<file path="src/rtl/llc_wen_pkg.sv">
// Package: shared encodings for the way-enable generator.
// Assumes: two-bit class and selector codes, fixed by the port definitions.
package llc_wen_pkg;

    typedef enum logic [1:0] {
        CLS_PRIVATE  = 2'b00,
        CLS_SHARED   = 2'b01,
        CLS_NOENTRY  = 2'b10,
        CLS_RESERVED = 2'b11
    } data_class_e;

    typedef enum logic [1:0] {
        SEL_CORE   = 2'b00,
        SEL_SHARED = 2'b01,
        SEL_DRAIN  = 2'b10,
        SEL_NONE   = 2'b11
    } perm_sel_e;

endpackage

</file>
<file path="src/rtl/wen_perm_table.sv">
// Module: per-way permission storage. One entry per way: a core bit per core,
// a shared-region bit and a drain bit.
// Assumes: a single write per cycle; the write lands at the clock edge.
module wen_perm_table
    import llc_wen_pkg::*;
#(
    parameter int NUM_CORES = 8,
    parameter int NUM_WAYS  = 8,
    localparam int CORE_W   = (NUM_CORES > 1) ? $clog2(NUM_CORES) : 1,
    localparam int WAY_W    = (NUM_WAYS > 1) ? $clog2(NUM_WAYS) : 1
) (
    input  logic                               clk,
    input  logic                               rst_n,
    input  logic                               wr_en,
    input  logic [WAY_W-1:0]                   wr_way,
    input  logic [1:0]                         wr_sel,
    input  logic [CORE_W-1:0]                  wr_core,
    input  logic                               wr_value,
    output logic [NUM_WAYS-1:0][NUM_CORES-1:0] core_bits,
    output logic [NUM_WAYS-1:0]                shared_vec,
    output logic [NUM_WAYS-1:0]                drain_vec
);

    for (genvar w = 0; w < NUM_WAYS; w++) begin : g_entry
        localparam logic [WAY_W-1:0] WAY_IDX = WAY_W'(w);
        localparam logic [NUM_CORES-1:0] CORE_RST = (w == 0) ? '1 : '0;
        logic hit;

        // Purpose: decode whether this cycle's write targets this entry.
        assign hit = wr_en && (wr_way == WAY_IDX);

        // Purpose: hold the entry and apply a single-bit update on a hit.
        always_ff @(posedge clk) begin
            if (!rst_n) begin
                core_bits[w]  <= CORE_RST;
                shared_vec[w] <= 1'b0;
                drain_vec[w]  <= 1'b0;
            end else if (hit) begin
                case (perm_sel_e'(wr_sel))
                    SEL_CORE:   core_bits[w][wr_core] <= wr_value;
                    SEL_SHARED: shared_vec[w]         <= wr_value;
                    SEL_DRAIN:  drain_vec[w]          <= wr_value;
                    default:    ;
                endcase
            end
        end
    end

endmodule

</file>
<file path="src/rtl/wen_region_select.sv">
// Module: combinational way selection from the core number, the directory
// class and the permission table.
// Assumes: req_core is below NUM_CORES; class code 11 is treated as no entry.
module wen_region_select
    import llc_wen_pkg::*;
#(
    parameter int NUM_CORES = 8,
    parameter int NUM_WAYS  = 8,
    localparam int CORE_W   = (NUM_CORES > 1) ? $clog2(NUM_CORES) : 1
) (
    input  logic                               req_valid,
    input  logic [CORE_W-1:0]                  req_core,
    input  logic [1:0]                         req_class,
    input  logic [NUM_WAYS-1:0][NUM_CORES-1:0] core_bits,
    input  logic [NUM_WAYS-1:0]                shared_vec,
    input  logic [NUM_WAYS-1:0]                drain_vec,
    output logic [NUM_WAYS-1:0]                way_en
);

    for (genvar w = 0; w < NUM_WAYS; w++) begin : g_way
        logic own;
        logic region_hit;

        // Purpose: the way is private to the requester when not in the shared region.
        assign own = core_bits[w][req_core] & ~shared_vec[w];

        // Purpose: pick the region(s) searched for this class of data.
        always_comb begin
            case (data_class_e'(req_class))
                CLS_PRIVATE: region_hit = own;
                CLS_SHARED:  region_hit = shared_vec[w];
                default:     region_hit = own | shared_vec[w];
            endcase
        end

        // Purpose: drain override opens the way to any valid request.
        assign way_en[w] = req_valid & (region_hit | drain_vec[w]);
    end

endmodule

</file>
<file path="src/rtl/wen_gate_detect.sv">
// Module: flags ways that no core, region or drain can reach.
// Assumes: the table outputs are registered, so the mask is glitch-free per cycle.
module wen_gate_detect #(
    parameter int NUM_CORES = 8,
    parameter int NUM_WAYS  = 8
) (
    input  logic [NUM_WAYS-1:0][NUM_CORES-1:0] core_bits,
    input  logic [NUM_WAYS-1:0]                shared_vec,
    input  logic [NUM_WAYS-1:0]                drain_vec,
    output logic [NUM_WAYS-1:0]                gate_mask
);

    for (genvar w = 0; w < NUM_WAYS; w++) begin : g_way
        // Purpose: a way is idle when none of its entry bits is set.
        assign gate_mask[w] = ~((|core_bits[w]) | shared_vec[w] | drain_vec[w]);
    end

endmodule

</file>
<file path="src/rtl/llc_way_enable_gen.sv">
// Module: top of the way-enable generator. Joins the permission table, the
// region selector and the gate detector.
// Assumes: the request path is combinational; writes take effect after the edge.
module llc_way_enable_gen #(
    parameter int NUM_CORES = 8,
    parameter int NUM_WAYS  = 8,
    localparam int CORE_W   = (NUM_CORES > 1) ? $clog2(NUM_CORES) : 1,
    localparam int WAY_W    = (NUM_WAYS > 1) ? $clog2(NUM_WAYS) : 1
) (
    input  logic                clk,
    input  logic                rst_n,
    input  logic                req_valid,
    input  logic [CORE_W-1:0]   req_core,
    input  logic [1:0]          req_class,
    output logic [NUM_WAYS-1:0] way_en,
    output logic [NUM_WAYS-1:0] gate_mask,
    input  logic                wr_en,
    input  logic [WAY_W-1:0]    wr_way,
    input  logic [1:0]          wr_sel,
    input  logic [CORE_W-1:0]   wr_core,
    input  logic                wr_value
);

    logic [NUM_WAYS-1:0][NUM_CORES-1:0] core_bits;
    logic [NUM_WAYS-1:0]                shared_vec;
    logic [NUM_WAYS-1:0]                drain_vec;

    wen_perm_table #(.NUM_CORES(NUM_CORES), .NUM_WAYS(NUM_WAYS)) u_table (
        .clk        (clk),
        .rst_n      (rst_n),
        .wr_en      (wr_en),
        .wr_way     (wr_way),
        .wr_sel     (wr_sel),
        .wr_core    (wr_core),
        .wr_value   (wr_value),
        .core_bits  (core_bits),
        .shared_vec (shared_vec),
        .drain_vec  (drain_vec)
    );

    wen_region_select #(.NUM_CORES(NUM_CORES), .NUM_WAYS(NUM_WAYS)) u_select (
        .req_valid  (req_valid),
        .req_core   (req_core),
        .req_class  (req_class),
        .core_bits  (core_bits),
        .shared_vec (shared_vec),
        .drain_vec  (drain_vec),
        .way_en     (way_en)
    );

    wen_gate_detect #(.NUM_CORES(NUM_CORES), .NUM_WAYS(NUM_WAYS)) u_gate (
        .core_bits  (core_bits),
        .shared_vec (shared_vec),
        .drain_vec  (drain_vec),
        .gate_mask  (gate_mask)
    );

endmodule

</file>
<file path="config.mk">
export PLATFORM = sky130hd
export DESIGN_NAME = llc_way_enable_gen
export DESIGN_NICKNAME = d
export VERILOG_FILES = /design/src/rtl/llc_wen_pkg.sv /design/src/rtl/wen_perm_table.sv /design/src/rtl/wen_region_select.sv /design/src/rtl/wen_gate_detect.sv /design/src/rtl/llc_way_enable_gen.sv
export SDC_FILE = /design/constraint.sdc
export NUM_CORES = 1
export LEC_CHECK = 0
export ABC_CLOCK_PERIOD_IN_PS = 1580
export BUFFER_PORTS_ARGS = -buffer_cell sky130_fd_sc_hd__buf_2
export CORE_ASPECT_RATIO = 0.6
export CORE_MARGIN = 2
export CORE_UTILIZATION = 35
export CTS_CLUSTER_DIAMETER = 80
export DETAILED_ROUTE_END_ITERATION = 10
export PLACE_DENSITY = 0.58
export SYNTH_ARGS = -nofsm -noshare
export SYNTH_HDL_FRONTEND = slang
export SYNTH_HIERARCHICAL = 1
export SYNTH_SLANG_ARGS = --single-unit
</file>
<file path="constraint.sdc">
create_clock -name clk -period 1.58 [get_ports clk]
set_clock_uncertainty 0.05 [all_clocks]
set_input_delay 0.158 -clock clk [delete_from_list [all_inputs] [get_ports clk]]
set_output_delay 0.158 -clock clk [all_outputs]
set_load 0.02 [all_outputs]
</file>
==> results of run 1 <==
[sequential cells by signal (all words and copies together) (netlist names)]
name and cells:
u_table/drain_vec 8, u_table/shared_vec 8, u_table/core_bits 64
[through the flow]
stage | total power [uW] | setup slack [ns] | area [um^2]
after floorplan | 2350 | 0.0819 | 4490
after global placement | 2540 | 0.0187 | 4940
after detailed placement | 2550 | -0.0114 | 4940
after CTS | 4740 | -0.255 | 5620
after global routing | 4900 | -0.294 | 5790
final | 4750 | -0.264 | 5790
[repair_timing]
item                                    4_1_cts  5_1_grt
endpoints found under the setup margin       16       16
hold buffers                                  0        0
pin swaps                                    22       13
setup buffers                                 8        1
resized for setup                            84       32
[metal layers]
metal	wire length [um]	track usage
met3	1000	0.0527
met1	6600	0.301
met4	176	0.0448
met2	6280	0.315
met5	0	0
[how the worst max path moves through the flow]
| stage | startpoint | end | slack, ns | cells past startpoint |
|---|---|---|---|---|
| 3_3_place_gp | req_core[2] | way_en[4] | 0.02 | 5 |
| 3_5_place_dp | req_core[2] | way_en[3] | -0.01 | 5 |
| 6_report | u_table/core_bits[45] | gate_mask[5] | -0.26 | 3 |
| 4_1_cts | u_table/core_bits[27] | gate_mask[3] | -0.25 | 3 |
| 2_1_floorplan | u_table/core_bits[23] | gate_mask[2] | 0.08 | 2 |
| 5_1_grt | u_table/core_bits[45] | gate_mask[5] | -0.29 | 3 |
[worst reg2reg max path: cells and delay by family, from the launching register on]
family / cells / cell delay, ns
multiplexers: 1 / 0.07
buffers and inverters: 2 / 0.23
flip-flops: 1 / 0.32
AND/OR/NAND/NOR: 1 / 0.09
[synth_stat cells (all sizes together), types with 2 or more instances]
cell type	n
and4bb	2
nand2b	5
or4	16
o211ai	6
nor2b	19
nand3	64
o31ai	6
o2111ai	8
nand2	75
o311ai	2
dfxtp	80
o41ai	2
mux2i	72
a211oi	8
inv	9
o32ai	8
nand4b	2
nor3b	3
a21oi	8
o22ai	8
nor4	8
clkbuf	25
buf	25
or2	2
and3b	3
mux2	24
[cells by family after synthesis]
group           count (synthesis)  share of synthesized area
simple gates                  205                      0.264
buf+inv                        59                     0.0656
mux                            96                      0.221
compound gates                 56                     0.0926
flops                          80                      0.357
[cell type report]
type	count	area (um^2)	share of cell area
clock inverter	5	55.1	0.00950
inverter	9	33.8	0.00583
sequential	80	1640	0.283
multi-input combinational	357	2960	0.511
clock buffer	11	253	0.0436
tap	165	206	0.0356
timing repair buffer	73	641	0.111
[power groups by stage]
stage,Sequential [uW],Combinational [uW],Clock (uW)
after detailed placement,2070,476,0
after floorplan,2070,282,0
after global placement,2070,470,0
after global routing,2030,594,2280
final,2030,564,2160
after CTS,2030,525,2190
==> out/summary.txt, run 1 <==
H-Tree Level Count -> 3
Nets -> 548
period utilization -> 1.17
count of flip-flops with a built-in enable after synthesis -> 0
R2R setup slack -> 0.68 ns
worst hold path type -> in2reg
CP Data Required Time -> 1.37 ns
width of the die -> 150 um
clock share of power -> 0.455
actual slew at the worst max-slew pin -> 0.599 ns
drt total wl -> 14100 um
CTS tree -> yes
Critical-path top delay cell -> or4_4
Finish-stage setup viols -> 15
area added between synthesis and finish -> 29.1%
Cells after Synth -> 496
Clock Sinks -> 80
Worst path top cell family by delay -> simple AND/OR/NAND/NOR gates
initial drt markers -> 350
Filler Cells Inserted -> 1136
arrival time at the worst endpoint -> 1.64 ns
Clock Path Buffers -> 2
synthesized area -> 4490 um^2
power per cell area -> 821 nW/um^2
die height -> 91.7 um
IO Port Bufs -> 33
DR WL/cell -> 20.1 um
Crit path buffers/inverters -> 1
largest net degree at the start of global routing -> 81
Hold Path Sink -> u_table/shared_vec[4]
Num CTS Buffers -> 9
dpl hpwl -> 8550 um
initial core utilization -> 0.365
share of layout cells above drive strength 1 -> 0.363
reg-to-reg endpoint -> u_table/core_bits[4]
Syn Nets -> 514
DRC errors left -> 0
Inst Count DP -> 675
combinational fraction of design power -> 0.119
Max FO, Critical Path -> 3
Avg Synthesized Cell Area -> 9.04 um^2
r2r worst-path depth -> 4
vias in the first global route -> 3861
FP Rows -> 31
global-route wire length before repair -> 21800 um
crit-path cells -> or4_4 > nor4_4 > buf_4
relative slew slack -> 0.600
Max Slew Vio Count -> 0
vias after detailed routing -> 3953
post-synthesis sequential area ratio -> 0.357
sw frac -> 0.256
internal power -> 3540 uW
RSZ-0062 raised after global routing -> yes
Crit. End Element -> output pin
antenna cells -> 0
area leader, netlist -> dfxtp_1
ys flop type -> dfxtp_1
clk_lat worst skew -> 0.34 ns
final worst path period need -> 1.84 ns
Peak VDD IR -> 0.000564 V
IO Count -> 34
Seq cells post-synth -> 80
setup TNS -> -2.56 ns
Fin. Hold Viols -> 0
Final Worst Setup Slack -> -0.264 ns
CP peak stage delay -> 0.55 ns
die area -> 13800 um^2
sequential share of power -> 0.426
P_sw -> 1220 uW
failing checks -> negative setup slack
Hold Crit Start -> wr_way[0]
Synth area leaders -> dfxtp_1 (36%), mux2i_1 (16%), nand3_1 (7.1%), nand2_1 (6.3%), mux2_1 (4.3%)
gr usage total -> 0.209
critical path class -> reg2out
post-synth top area share -> 0.357
clk slew on worst S/H paths -> 0.06 ns
Core Area -> 12300 um^2
FF-to-FF Start -> u_table/core_bits[4]
YS warnings -> 6
Post-Layout Cell Count -> 700
DR pass1 iterations -> 6
WHS Path Cells -> 2
Distinct cells, synth -> 38
commonest cells after routing, fill and taps aside -> nand2_1 (74), mux2i_1 (72), nand3_1 (64), dfxtp_1 (48), buf_4 (41)
status -> finished with violations
Root Buffer -> clkbuf_16
ANT nets after route -> 0
global route overflow -> 0
Hold Slack -> 0.114 ns
fmax -> 0.542 GHz
final core utilization -> 0.471
GP Congestion -> 0.816
Max Cap Viol -> 0
FFs w/ async S/R, synth -> 0
Worst Setup Start Kind -> flop
Pleak -> 0.00250 uW
commonest non-fill, non-tap cell in the layout -> nand2_1
initial antenna violation count -> 0
detail-routed via count per cell -> 5.65
(Power assumes the default switching activity.)
==> run 2, diff against run 1 <==
--- a/config.mk
+++ b/config.mk
@@ -5,9 +5,8 @@
 export SDC_FILE = /design/constraint.sdc
 export NUM_CORES = 1
 export LEC_CHECK = 0
-export ABC_CLOCK_PERIOD_IN_PS = 1580
+export ABC_CLOCK_PERIOD_IN_PS = 1780
 export BUFFER_PORTS_ARGS = -buffer_cell sky130_fd_sc_hd__buf_2
-export CORE_ASPECT_RATIO = 0.6
 export CORE_MARGIN = 2
 export CORE_UTILIZATION = 35
 export CTS_CLUSTER_DIAMETER = 80
==> constraint.sdc (replaced) <==
create_clock -name clk -period 1.78 [get_ports clk]
set_clock_uncertainty 0.05 [all_clocks]
set_input_delay 0.178 -clock clk [delete_from_list [all_inputs] [get_ports clk]]
set_output_delay 0.178 -clock clk [all_outputs]
set_load 0.02 [all_outputs]
==> run 2 against run 1 <==
Net effect:
- the flow still finishes with violations (negative setup slack)
- die area shrank 0.22%
- sequential power shrank 11%
- worst setup slack gained 0.20 ns
- wire length shrank 4.7%
- largest power group unchanged
- highest routed layer unchanged
==> out/summary.txt, run 2 (synthesized netlist as in run 1, its figures left out) <==
status -> finished with violations
failing checks -> negative setup slack
Crit. End Element -> output pin
post-route cell area -> 5520 um^2 (-4.7%)
clk slew on worst S/H paths -> 0.06 ns (about the same)
period utilization -> 1.04
Worst Setup SP -> u_table/core_bits[56]
largest net degree at the start of global routing -> 77 (-4.9%)
final worst path period need -> 1.85 ns
FP Rows -> 41 (+32%)
global-route wire length before repair -> 21100 um (-3.2%)
Most flops, register -> u_table/core_bits
Max FO, Critical Path -> 2 (-1)
Clock Sinks -> 80 (unchanged)
CTS tree -> yes
ANT nets after route -> 0 (unchanged)
Hold Path Sink -> u_table/shared_vec[4]
initial core utilization -> 0.357 (-0.00792)
IO Count -> 34 (unchanged)
width of the die -> 117 um (-22%)
pre-CTS setup slack -> 0.197 ns (+0.209 ns)
Worst Setup Start Kind -> flop
critical path class -> reg2out
initial drt markers -> 380 (+8.6%)
Max Cap Viol -> 0 (unchanged)
area added between synthesis and finish -> 23.0%
Num CTS Buffers -> 9 (unchanged)
Largest regs -> u_table/core_bits: 64 flops, u_table/drain_vec: 8 flops, u_table/shared_vec: 8 flops
arrival time at the worst endpoint -> 1.62 ns (-0.02 ns)
vias after detailed routing -> 3894 (-1.5%)
gr usage total -> 0.203 (-0.00652)
Pleak -> 0.00242 uW (-3.3%)
Core Area -> 12600 um^2 (+2.2%)
Root Buffer -> clkbuf_16
actual slew at the worst max-slew pin -> 0.546 ns (-0.0530 ns)
RSZ-0062 raised after global routing -> yes
clk_lat worst skew -> 0.33 ns (about the same)
R2R setup slack -> 0.93 ns (+0.25 ns)
Final Worst Setup Slack -> -0.0687 ns (+0.195 ns)
Hold Crit Start -> wr_way[1]
placed cell area -> 4880 um^2 (-1.3%)
die height -> 117 um (+28%)
Peak VDD IR -> 0.000449 V (-20%)
max reg flops -> 64 (unchanged)
Final Power -> 4400 uW (-7.5%)
commonest non-fill, non-tap cell in the layout -> nand2_1
reg-to-reg endpoint -> u_table/shared_vec[5]
IO Port Bufs -> 33 (unchanged)
detail-routed via count per cell -> 5.58 (-1.2%)
Finish-stage setup viols -> 10 (-5)
vias in the first global route -> 3759 (-2.6%)
GP Congestion -> 0.798 (-2.2%)
H-Tree Level Count -> 3 (unchanged)
relative slew slack -> 0.635 (+0.0354)
drt total wl -> 13400 um (-4.7%)
DR WL/cell -> 19.2 um (-4.5%)
Max Slew Vio Count -> 0 (unchanged)
DRC errors left -> 0 (unchanged)
share of layout cells above drive strength 1 -> 0.278 (-0.0851)
Clock Path Buffers -> 2 (unchanged)
Nets -> 539 (-1.6%)
dpl hpwl -> 8200 um (-4.1%)
worst hold path type -> in2reg
r2r worst-path depth -> 3 (-1)
initial antenna violation count -> 0 (unchanged)
CP Data Required Time -> 1.55 ns (+0.18 ns)
final core utilization -> 0.439 (-0.0320)
Fin. Hold Viols -> 0 (unchanged)
commonest cells after routing, fill and taps aside -> nand2_1 (74), mux2i_1 (72), nand3_1 (64), dfxtp_1 (62), buf_4 (32)
antenna cells -> 0 (unchanged)
power per cell area -> 797 nW/um^2 (-2.9%)
fmax -> 0.541 GHz
DR pass1 iterations -> 4 (-2)
die area -> 13700 um^2 (-0.22%)
WHS Path Cells -> 2 (unchanged)
FF-to-FF Start -> u_table/shared_vec[5]
global route overflow -> 0 (unchanged)
setup TNS -> -0.440 ns (+2.12 ns)
-- run 2: through the flow --
| stage | hold WS [ns] | std cells |
|---|---|---|
| after CTS | 0.131 | 698 |
| after detailed placement | 0.418 | 674 |
| after global routing | 0.154 | 698 |
| after global placement | 0.406 | 674 |
| after floorplan | 0.373 | 496 |
| final | 0.141 | 698 |
-- run 2: power breakdown --
| part | internal, uW | switching [uW] |
|---|---|---|
| Clock | 1410 | 742 |
| Combinational | 154 | 292 |
| Sequential | 1790 | 5.13 |
| Total | 3360 | 1040 |
-- run 2: cell type report --
class | instances | area [um^2]
fillers | 1224 | 7050
multi-input cells | 357 | 2770
clock buffers | 11 | 243
flip-flops and latches | 80 | 1620
clock inverters | 5 | 104
well taps | 172 | 215
inverters | 9 | 33.8
repair buffers | 64 | 527
-- run 2: worst max-delay path: stages, from the launching register on --
cell and delay [ns]:
dfxtp_2 0.32, or4_4 0.54, nor4_4 0.24, buf_4 0.19
-- run 2: timing repair --
item                       CTS  global route
hold buffers                 0             0
pin swaps                   14             5
setup endpoints to repair    8            14
buffers inserted             8             0
resized for setup           39            17
-- run 2: how the worst max path moves through the flow --
stage,to,cells past startpoint
after floorplan,gate_mask[2],2
after global placement,way_en[7],6
after detailed placement,way_en[1],6
after CTS,gate_mask[1],3
after global routing,gate_mask[5],3
final,gate_mask[7],3
-- run 2: metal layers --
layer  track usage  part of all wire  vias to the layer above
li1              -                 -                     1844
met1         0.293              0.47                     1885
met2         0.303              0.45                      139
met3        0.0376             0.059                       26
met4        0.0682             0.022                        0
met5             0                 0                        -
==> run 3, diff against run 2 <==
--- a/config.mk
+++ b/config.mk
@@ -14,5 +14,4 @@
 export PLACE_DENSITY = 0.58
 export SYNTH_ARGS = -nofsm -noshare
 export SYNTH_HDL_FRONTEND = slang
-export SYNTH_HIERARCHICAL = 1
 export SYNTH_SLANG_ARGS = --single-unit
==> run 3 against run 2 <==
Net effect:
- the flow still finishes with violations (negative setup slack)
- first-iteration DRC count grew 25%
- worst setup slack lost 0.030 ns
- largest cell class unchanged
- register-to-register slack gained 0.02 ns
- highest routed layer unchanged
- critical endpoint is now gate_mask[4]
- non-clock buffer count grew 13
==> out/summary.txt, run 3 <==
status -> finished with violations
failing checks -> negative setup slack
area added between synthesis and finish -> 25.5%
clk slew on worst S/H paths -> 0.06 ns (about the same)
initial drt markers -> 475 (+25%)
GP Congestion -> 0.898 (+13%)
Nets -> 574 (+6.5%)
DR WL/cell -> 24.2 um (+26%)
Syn Nets -> 559 (+8.8%)
share of layout cells above drive strength 1 -> 0.350 (+0.0724)
Fin. Hold Viols -> 0 (unchanged)
final core utilization -> 0.453 (+0.0140)
max reg flops -> 64 (unchanged)
Hold Path Sink -> u_table.core_bits[7]
xor/xnor share of the synthesized area -> 0 (unchanged)
critical path class -> reg2out
Inst Count DP -> 708 (+5.0%)
Synth Area in Adders -> 0 (unchanged)
RSZ-0062 raised after global routing -> yes
Max FO, Critical Path -> 2 (unchanged)
Pleak -> 0.00189 uW (-22%)
relative slew slack -> 0.515 (-0.120)
Crit. End Element -> output pin
Synth area leaders -> dfxtp_1 (35%), o31ai_1 (9.2%), a21oi_1 (8.8%), nand4_1 (7.7%), mux2_2 (5.9%)
main combinational cell family by area after synthesis -> compound AO/OA/AOI/OAI gates
Hold Crit Start -> rst_n
die height -> 118 um (+0.95%)
worst hold path type -> in2reg
IO Count -> 34 (unchanged)
commonest cells after routing, fill and taps aside -> a21oi_1 (80), nand4_1 (56), o31ai_1 (56), dfxtp_1 (50), buf_4 (42)
Largest regs -> u_table.core_bits: 64 flops, u_table.drain_vec: 8 flops, u_table.shared_vec: 8 flops
reg-to-reg endpoint -> u_table.shared_vec[1]
Synth Area in Simple Gates -> 0.238 (-0.0262)
Max Slew Vio Count -> 0 (unchanged)
count of flip-flops with a built-in enable after synthesis -> 0 (unchanged)
Clock Sinks -> 80 (unchanged)
R2R setup slack -> 0.95 ns (+0.02 ns)
Seq cells post-synth -> 80 (unchanged)
WHS Path Cells -> 2 (unchanged)
Most flops, register -> u_table.core_bits
IO Port Bufs -> 33 (unchanged)
Filler Cells Inserted -> 1235 (+0.90%)
setup TNS -> -0.579 ns (-0.139 ns)
vias in the first global route -> 4753 (+26%)
DR pass1 iterations -> 7 (+3)
Core Area -> 12700 um^2 (+0.82%)
final worst path period need -> 1.88 ns (+0.0300 ns)
Max Cap Viol -> 0 (unchanged)
power per cell area -> 785 nW/um^2 (-1.4%)
Compound-Gate Fraction of Synth Area -> 0.271 (+0.179)
multiplexer share of the synthesized area -> 0.0591 (-0.162)
Finish-stage setup viols -> 9 (-1)
global route overflow -> 0 (unchanged)
initial core utilization -> 0.361 (+0.00412)
Peak VDD IR -> 0.000505 V (+12%)
CTS tree -> yes
CTS Hold Bufs -> 0 (unchanged)
period utilization -> 1.06 (+0.0168)
FF-to-FF Start -> u_table.shared_vec[1]
Commonest cells post-synth -> a21oi_1 (80), dfxtp_1 (80), nand4_1 (56), o31ai_1 (56), clkbuf_1 (45)
YS warnings -> 0 (-6)
FP Rows -> 41 (unchanged)
synthesized area -> 4570 um^2 (+2.0%)
Post-Layout Cell Count -> 732 (+4.9%)
Distinct cells, synth -> 44 (+16%)
Root Buffer -> clkbuf_16
Clock Path Buffers -> 2 (unchanged)
initial antenna violation count -> 0 (unchanged)
drt total wl -> 17700 um (+32%)
H-Tree Level Count -> 3 (unchanged)
Final Worst Setup Slack -> -0.0986 ns (-0.0300 ns)
Cells after Synth -> 541 (+9.1%)
Worst Setup Start Kind -> flop
actual slew at the worst max-slew pin -> 0.727 ns (+0.182 ns)
dpl hpwl -> 10500 um (+28%)
clk_lat worst skew -> 0.34 ns (about the same)
commonest non-fill, non-tap cell in the layout -> a21oi_1
FFs w/ async S/R, synth -> 0 (unchanged)
arrival time at the worst endpoint -> 1.65 ns (+0.03 ns)
ANT nets after route -> 0 (unchanged)
r2r worst-path depth -> 3 (unchanged)
global-route wire length before repair -> 27300 um (+29%)
fmax -> 0.532 GHz (-1.6%)
DRC errors left -> 0 (unchanged)
CP Data Required Time -> 1.55 ns (about the same)
vias after detailed routing -> 4915 (+26%)
antenna cells -> 0 (unchanged)
Num CTS Buffers -> 9 (unchanged)
detail-routed via count per cell -> 6.71 (+20%)
width of the die -> 118 um (+0.95%)
die area -> 14000 um^2 (+1.9%)
post-synth top area share -> 0.350 (-0.00693)
gr usage total -> 0.249 (+0.0462)
Avg Synthesized Cell Area -> 8.46 um^2 (-6.5%)
ys flop type -> dfxtp_1
largest net degree at the start of global routing -> 55 (-29%)
post-synthesis sequential area ratio -> 0.350 (-0.00693)
area leader, netlist -> dfxtp_1
[run 3: cell count changes after synthesis, sizes merged, moves of 25 or more]
cell    previous run  this run
a21oi              8        80
o31ai              6        56
clkbuf            25        50
nand2             75         2
mux2i             72         0
nand3             64        17
nand4              0        56
[run 3: per-stage QoR]
stage	hold slack [ns]	power (uW)	cell area, um^2	setup WS (ns)
finish	0.0717	4510	5740	-0.0986
detailed placement	0.418	2360	5020	0.147
global route	0.0694	4620	5740	-0.142
global placement	0.406	2350	5020	0.153
floorplan	0.397	2140	4570	0.0588
CTS	0.0622	4470	5590	-0.102
[run 3: cells by family after synthesis]
family | after synthesis
AOI/OAI and AO/OA | 200
buffers and inverters | 83
muxes | 24
and+or+nand+nor | 154
DFF | 80
[run 3: where the power goes]
group / internal [uW] / leakage, uW / switching [uW]
registers: 1790 / 0.000656 / 4.58
clock network: 1370 / 0.000168 / 755
logic: 182 / 0.00107 / 398
total: 3350 / 0.00189 / 1160
[run 3: final cells by class]
class | count | area [um^2] | area share
clock buffers | 13 | 280 | 0.0488
well taps | 172 | 215 | 0.0375
flip-flops and latches | 80 | 1640 | 0.285
clock inverters | 2 | 60.1 | 0.0105
repair buffers | 77 | 653 | 0.114
inverters | 10 | 37.5 | 0.00654
multi-input cells | 378 | 2860 | 0.497
[run 3: worst max-delay path, cell delays in order (launching register included)]
cell and delay, ns:
dfxtp_2 0.31, or4_4 0.54, nor4_4 0.26, buf_4 0.19
[run 3: worst max path at each step]
stage | from | cells after the start | end | slack (ns)
after floorplan | u_table.core_bits[33] | 2 | gate_mask[4] | 0.06
after global placement | u_table.core_bits[9] | 3 | gate_mask[1] | 0.15
after detailed placement | wr_way[0] | 5 | u_table.core_bits[2] | 0.15
after CTS | u_table.shared_vec[5] | 3 | gate_mask[5] | -0.10
after global routing | u_table.core_bits[44] | 3 | gate_mask[5] | -0.14
final | u_table.core_bits[32] | 3 | gate_mask[4] | -0.1
[run 3: timing repair]
action,CTS,global route
setup endpoints to repair,8,16
resized for setup,45,37
pin swaps,14,11
hold endpoints to repair,0,0
setup buffers,8,1
[run 3: per-layer routing]
| metal | global-route usage | part of all wire | up-vias |
|---|---|---|---|
| li1 | - | - | 2159 |
| met1 | 0.315 | 0.41 | 2384 |
| met2 | 0.393 | 0.46 | 311 |
| met3 | 0.0690 | 0.096 | 61 |
| met4 | 0.114 | 0.041 | 0 |
| met5 | 0 | 0 | - |
